**config.mk**
```make
export PLATFORM = sky130hd
export DESIGN_NAME = chan_endpoint
export DESIGN_NICKNAME = d
export VERILOG_FILES = /design/src/rtl/chan_ep_pkg.sv /design/src/rtl/chan_xfer_fsm.sv /design/src/rtl/chan_regfile.sv /design/src/rtl/chan_irq.sv /design/src/rtl/chan_endpoint.sv
export SDC_FILE = /design/constraint.sdc
export NUM_CORES = 1
export LEC_CHECK = 0
export ABC_AREA = 1
export BUFFER_PORTS_ARGS = -buffer_cell sky130_fd_sc_hd__buf_2
export CAP_MARGIN = 20
export CORE_UTILIZATION = 43
export CTS_BUF_LIST = sky130_fd_sc_hd__clkbuf_2
export CTS_CLUSTER_DIAMETER = 100
export DETAILED_ROUTE_END_ITERATION = 6
export PLACE_DENSITY = 0.81
export SLEW_MARGIN = 30
export SYNTH_ARGS = -nofsm -noshare
export SYNTH_HDL_FRONTEND = slang
export SYNTH_SLANG_ARGS = --single-unit
```
**constraint.sdc**
```tcl
create_clock -name clk -period 1.7 [get_ports clk]
set_clock_uncertainty 0.15 [all_clocks]
set_input_delay 0 -clock clk [delete_from_list [all_inputs] [get_ports clk]]
set_output_delay 0 -clock clk [all_outputs]
set_load 0.02 [all_outputs]
```
**src/rtl/chan_ep_pkg.sv**
```systemverilog
package chan_ep_pkg;

  // transfer sequencer states
  typedef enum logic [1:0] {
    XS_IDLE = 2'd0,
    XS_HOLD = 2'd1,
    XS_DONE = 2'd2
  } xfer_state_e;

  // register select encoding on the sel line
  localparam logic SEL_DATA = 1'b0;
  localparam logic SEL_CTRL = 1'b1;

endpackage

```
**src/rtl/chan_xfer_fsm.sv**
```systemverilog
module chan_xfer_fsm
  import chan_ep_pkg::*;
#(
  parameter bit STRETCH = 1'b1
) (
  input  logic clk,
  input  logic rst,
  input  logic rd_n,
  input  logic wr_n,
  input  logic rdy_i,
  output logic commit_rd,
  output logic commit_wr,
  output logic wait_n
);

  xfer_state_e state_q, state_d;
  logic        strobe;
  logic        rd_act;
  logic        commit;
  logic        hold_req;

  assign rd_act = !rd_n;
  assign strobe = !rd_n || !wr_n;

  generate
    if (STRETCH) begin : g_stretch
      assign commit   = (state_q == XS_HOLD) && strobe && rdy_i;
      assign hold_req = strobe &&
                        ((state_q == XS_IDLE) ||
                         ((state_q == XS_HOLD) && !rdy_i));
    end else begin : g_direct
      logic unused_rdy;
      assign unused_rdy = rdy_i;
      assign commit     = (state_q == XS_IDLE) && strobe;
      assign hold_req   = 1'b0;
    end
  endgenerate

  always_comb begin
    state_d = state_q;
    unique case (state_q)
      XS_IDLE: if (strobe) state_d = STRETCH ? XS_HOLD : XS_DONE;
      XS_HOLD: begin
        if (!strobe)    state_d = XS_IDLE;
        else if (rdy_i) state_d = XS_DONE;
      end
      XS_DONE: if (!strobe) state_d = XS_IDLE;
      default: state_d = XS_IDLE;
    endcase
  end

  always_ff @(posedge clk) begin
    if (rst) state_q <= XS_IDLE;
    else     state_q <= state_d;
  end

  // a read strobe takes precedence when both are low
  assign commit_rd = commit && rd_act;
  assign commit_wr = commit && !rd_act;
  assign wait_n    = !hold_req;

endmodule

```
**src/rtl/chan_regfile.sv**
```systemverilog
module chan_regfile
  import chan_ep_pkg::*;
#(
  parameter int BUS_W = 12,
  parameter int NAT_W = 8
) (
  input  logic             clk,
  input  logic             rst,
  input  logic             sel,
  input  logic             rd_n,
  input  logic [BUS_W-1:0] dq_in,
  input  logic             commit_rd,
  input  logic             commit_wr,
  input  logic             loc_load,
  input  logic [NAT_W-1:0] loc_din,
  input  logic [NAT_W-1:0] loc_status,
  output logic [BUS_W-1:0] dq_out,
  output logic             dq_oe,
  output logic [NAT_W-1:0] data_q,
  output logic [NAT_W-1:0] cmd_q,
  output logic             cmd_pulse,
  output logic             data_taken
);

  // zero-extend a native word onto the bus
  function automatic logic [BUS_W-1:0] widen(input logic [NAT_W-1:0] v);
    logic [BUS_W-1:0] t;
    t = '0;
    t[NAT_W-1:0] = v;
    return t;
  endfunction

  // keep only the native bits of a bus word
  function automatic logic [NAT_W-1:0] narrow(input logic [BUS_W-1:0] v);
    return v[NAT_W-1:0];
  endfunction

  logic unused_hi;
  assign unused_hi = ^dq_in;

  logic wr_data, wr_ctrl;
  assign wr_data = commit_wr && (sel == SEL_DATA);
  assign wr_ctrl = commit_wr && (sel == SEL_CTRL);

  always_ff @(posedge clk) begin
    if (rst) begin
      data_q <= '0;
    end else if (wr_data) begin
      data_q <= narrow(dq_in);
    end else if (loc_load) begin
      data_q <= loc_din;
    end
  end

  always_ff @(posedge clk) begin
    if (rst) begin
      cmd_q      <= '0;
      cmd_pulse  <= 1'b0;
      data_taken <= 1'b0;
    end else begin
      if (wr_ctrl) cmd_q <= narrow(dq_in);
      cmd_pulse  <= wr_ctrl;
      data_taken <= commit_rd && (sel == SEL_DATA);
    end
  end

  always_comb begin
    dq_oe  = !rd_n;
    dq_out = '0;
    if (!rd_n) dq_out = (sel == SEL_CTRL) ? widen(loc_status) : widen(data_q);
  end

endmodule

```
**src/rtl/chan_irq.sv**
```systemverilog
module chan_irq (
  input  logic clk,
  input  logic rst,
  input  logic req_i,
  input  logic ack_n,
  output logic pend_q,
  output logic int_n
);

  always_ff @(posedge clk) begin
    if (rst)         pend_q <= 1'b0;
    else if (!ack_n) pend_q <= 1'b0;
    else if (req_i)  pend_q <= 1'b1;
  end

  assign int_n = !pend_q;

endmodule

```
**src/rtl/chan_endpoint.sv**
```systemverilog
module chan_endpoint #(
  parameter int BUS_W   = 12,
  parameter int NAT_W   = 8,
  parameter bit STRETCH = 1'b1
) (
  input  logic             clk,
  input  logic             bus_rst,
  input  logic             online_sw,
  output logic             online,
  input  logic             sel,
  input  logic             rd_n,
  input  logic             wr_n,
  input  logic [BUS_W-1:0] dq_in,
  output logic [BUS_W-1:0] dq_out,
  output logic             dq_oe,
  output logic             int_n,
  input  logic             ack_n,
  output logic             wait_n,
  input  logic             dev_req,
  input  logic             dev_rdy,
  input  logic             dev_load,
  input  logic [NAT_W-1:0] dev_din,
  input  logic [NAT_W-1:0] dev_status,
  output logic [NAT_W-1:0] dev_data,
  output logic [NAT_W-1:0] dev_cmd,
  output logic             cmd_pulse,
  output logic             data_taken
);

  // named internal events, observed by the bound checker
  logic xfer_commit_rd;
  logic xfer_commit_wr;
  logic irq_pend;

  chan_xfer_fsm #(.STRETCH(STRETCH)) u_xfer (
    .clk       (clk),
    .rst       (bus_rst),
    .rd_n      (rd_n),
    .wr_n      (wr_n),
    .rdy_i     (dev_rdy),
    .commit_rd (xfer_commit_rd),
    .commit_wr (xfer_commit_wr),
    .wait_n    (wait_n)
  );

  chan_regfile #(.BUS_W(BUS_W), .NAT_W(NAT_W)) u_regs (
    .clk        (clk),
    .rst        (bus_rst),
    .sel        (sel),
    .rd_n       (rd_n),
    .dq_in      (dq_in),
    .commit_rd  (xfer_commit_rd),
    .commit_wr  (xfer_commit_wr),
    .loc_load   (dev_load),
    .loc_din    (dev_din),
    .loc_status (dev_status),
    .dq_out     (dq_out),
    .dq_oe      (dq_oe),
    .data_q     (dev_data),
    .cmd_q      (dev_cmd),
    .cmd_pulse  (cmd_pulse),
    .data_taken (data_taken)
  );

  chan_irq u_irq (
    .clk    (clk),
    .rst    (bus_rst),
    .req_i  (dev_req),
    .ack_n  (ack_n),
    .pend_q (irq_pend),
    .int_n  (int_n)
  );

  always_ff @(posedge clk) begin
    if (bus_rst) online <= 1'b0;
    else         online <= online_sw;
  end

endmodule

```
==> impl_results.md <==
- Status: completed
- CORE AREA: 2480 sq um
- M1 GR Usage: 0.301
- Row cnt: 18
- Fraction of power consumed by the clock network: 0.197
- Psw: 344 uW
- Max FO, Critical Path: 3
- Commonest non-fill, non-tap cell in the layout: buf_2
- Initial core utilization: 0.457
- Synthesized area per cell: 6.90 sq um
- Post-route minimum period: 1.60 ns
- Initial antenna violation count: 0
- Worst Hold Class: in -> reg
- Arrival @ worst endpoint: 1.73 ns
- DP Cell Count: 248
- Synth area leaders: dfxtp_1 39%, nand2_1 11%, nand4_1 8.8%
- Most frequent cells in the layout: 63 x buf_2, 37 x dlygate4sd3_1, 32 x nand2_1, 22 x dfxtp_1, 21 x nor2_1
- GR Util met2: 0.440
- Full die area: 2840 sq um
- TritonRoute pass-1 iters: 4
- Die W: 53.3 um
- Clk pin slew, worst setup/hold paths: 0.21 ns
- CP required: 1.82 ns
- Int Pwr: 729 uW
- TritonCTS buffer count: 3
- Fin. Hold Viols: 0
- Flop-to-flop setup slack: 0.1 ns
- Combinational share of power: 0.291
- Fin cells: 290
- Ports: 72
- Clock buffer depth: 2
- Largest net degree at the start of global routing: 23
- GRT Resource Usage Total: 0.249
- Clk_lat worst skew: 0.32 ns
- Final core utilization: 0.739
- Fin crit share: 0.942
- First-pass GRT wire length: 5100 um
- Vias: 1411
- Switching part of the total: 0.320
- Max Cap Violations: 0
- Fin nets: 299
- Hold path start: dev_load
- Met3 Usage GRT: 0.0316
- Routed vias/inst: 4.87
- DR iter-0 viols: 35
- GR peak layer: met2
- Crit Path Class: reg -> reg
- Mapped Area: 1130 sq um
- Yosys Warn Count: 0
- Clock Sinks: 22
- Sequential share of the synthesized area: 0.389
- GPL Wtd Cong: 0.825
- Worst R2R Path Depth: 6
- Post-synth top area share: 0.389
- Synthesized flop and latch total: 22
- Post-Route WL: 3310 um
- Worst r2r dst: u_regs.cmd_q[6]
- Setup TNS: 0 ns
- Worst flop-to-flop path startpoint: u_xfer.state_q[1]
- Routed wire length per instance: 11.4 um
- Dpl hpwl: 1960 um
- Slew Limit Fails: 0
- Library cells used by synthesis: 19
- Critical Path End Type: flop
- Number of global-route vias before repair: 1194
- Startpoint types: flop
- Sequential power share: 0.512
- P_leak: 0.000915 uW
- Die span in y: 53.3 um
- Drt drc: 0
- RSZ-0062 raised after global routing: false
- PortBufs: 63
- Root buffer cell: clkbuf_2
- H-tree Lvls: 1
- CTS tree: done
- Hold slack final: 0.0525 ns
- ANT cells: 0
- Worst IR Drop VDD: 494 uV
- Final ANT Viol Nets: 0
- Hold EP: u_regs.data_q[1]
- Fmax: 625 MHz
- # setup viols final: 0
- Layout cell share with drive strength beyond 1: 0.304
- Worst Hold Depth: 4
- Power per cell area: 586 nW/um^2
- Post-Syn Instances: 164
- Layout area overhead: 61.8%
- GR Overflow Total: 0
- Cell accounting for the most synthesized area: dfxtp_1
## per-layer routing
layer,share of wire,vias up
met5,0,-
met4,0.010,0
met3,0.074,4
met2,0.49,70
met1,0.42,612
li1,-,725
## worst max path at each step
stage                            startpoint                to  slack (ns)  cells after the start
after detailed placement  u_xfer.state_q[0]   u_regs.cmd_q[3]        0.30                      5
after global placement    u_xfer.state_q[0]   u_regs.cmd_q[5]        0.32                      5
after CTS                 u_xfer.state_q[0]   u_regs.cmd_q[6]        0.02                      5
final                     u_xfer.state_q[1]   u_regs.cmd_q[6]         0.1                      6
after floorplan           u_xfer.state_q[0]  u_regs.data_q[7]        0.46                      7
after global routing                   rd_n         dq_out[2]        0.04                      7
## worst max-delay path, cell delays in order, from the launching register on
cell           delay, ns
dfxtp_1             0.36
inv_2               0.07
nand2_2             0.09
nor2_8              0.12
nand4_1             0.07
dlygate4sd3_1       0.57
a21oi_1             0.13
## state kept, by name, summed over array words and instances (netlist names)
name               count
u_regs.data_q          8
u_irq.pend_q           1
u_xfer.state_q         2
u_regs.data_taken      1
u_regs.cmd_q           8
u_regs.cmd_pulse       1
online                 1
## repair_timing
action | 4_1_cts | 5_1_grt
setup buffers | 0 | 1
gates resized for setup | 0 | 1
endpoints found under the setup margin | 0 | 2
hold endpoints to repair | 22 | 0
hold buffers | 37 | 0
## synth_stat cells
library cell and number:
inv_1 12, buf_1 1, a21oi_1 17, o21ai_0 9, nor4_1 1, buf_2 3
inv_2 3, nor2_8 1, buf_4 5, buf_6 1, clkbuf_1 4, nand3_1 10
dfxtp_1 22, nand2_2 4, nand2_1 32, nor2_1 21, nand4_1 16, nand3_4 1
conb_1 1
## final cells by class
| type | count | area, sq um |
|---|---|---|
| sequential | 22 | 440 |
| clock inverter | 1 | 3.75 |
| clock buffer | 3 | 15.0 |
| inverter | 15 | 56.3 |
| fill | 208 | 647 |
| multi-input combinational | 116 | 569 |
| tap | 30 | 37.5 |
| timing repair buffer | 103 | 708 |
## cell families after synthesis
group / after synthesis / synth area share
flip-flops: 22 / 0.389
buffers and inverters: 29 / 0.123
AND/OR/NAND/NOR: 86 / 0.369
AO/OA/AOI/OAI: 26 / 0.115
other: 1 / 0.00332
## power groups by stage
stage / clock network [uW] / logic [uW] / registers [uW]
final: 211 / 312 / 549
after detailed placement: 0 / 240 / 560
after CTS: 217 / 304 / 549
after global placement: 0 / 238 / 559
after global routing: 241 / 344 / 553
after floorplan: 0 / 140 / 579
## per-stage QoR
step | cell area [sq um] | power [uW] | setup slack [ns]
floorplan | 1140 | 719 | 0.460
global placement | 1430 | 797 | 0.319
detailed placement | 1430 | 800 | 0.296
CTS | 1820 | 1070 | 0.0213
global route | 1830 | 1140 | 0.0386
finish | 1830 | 1070 | 0.0993
Note: power is estimated with default switching activity, not from simulation.
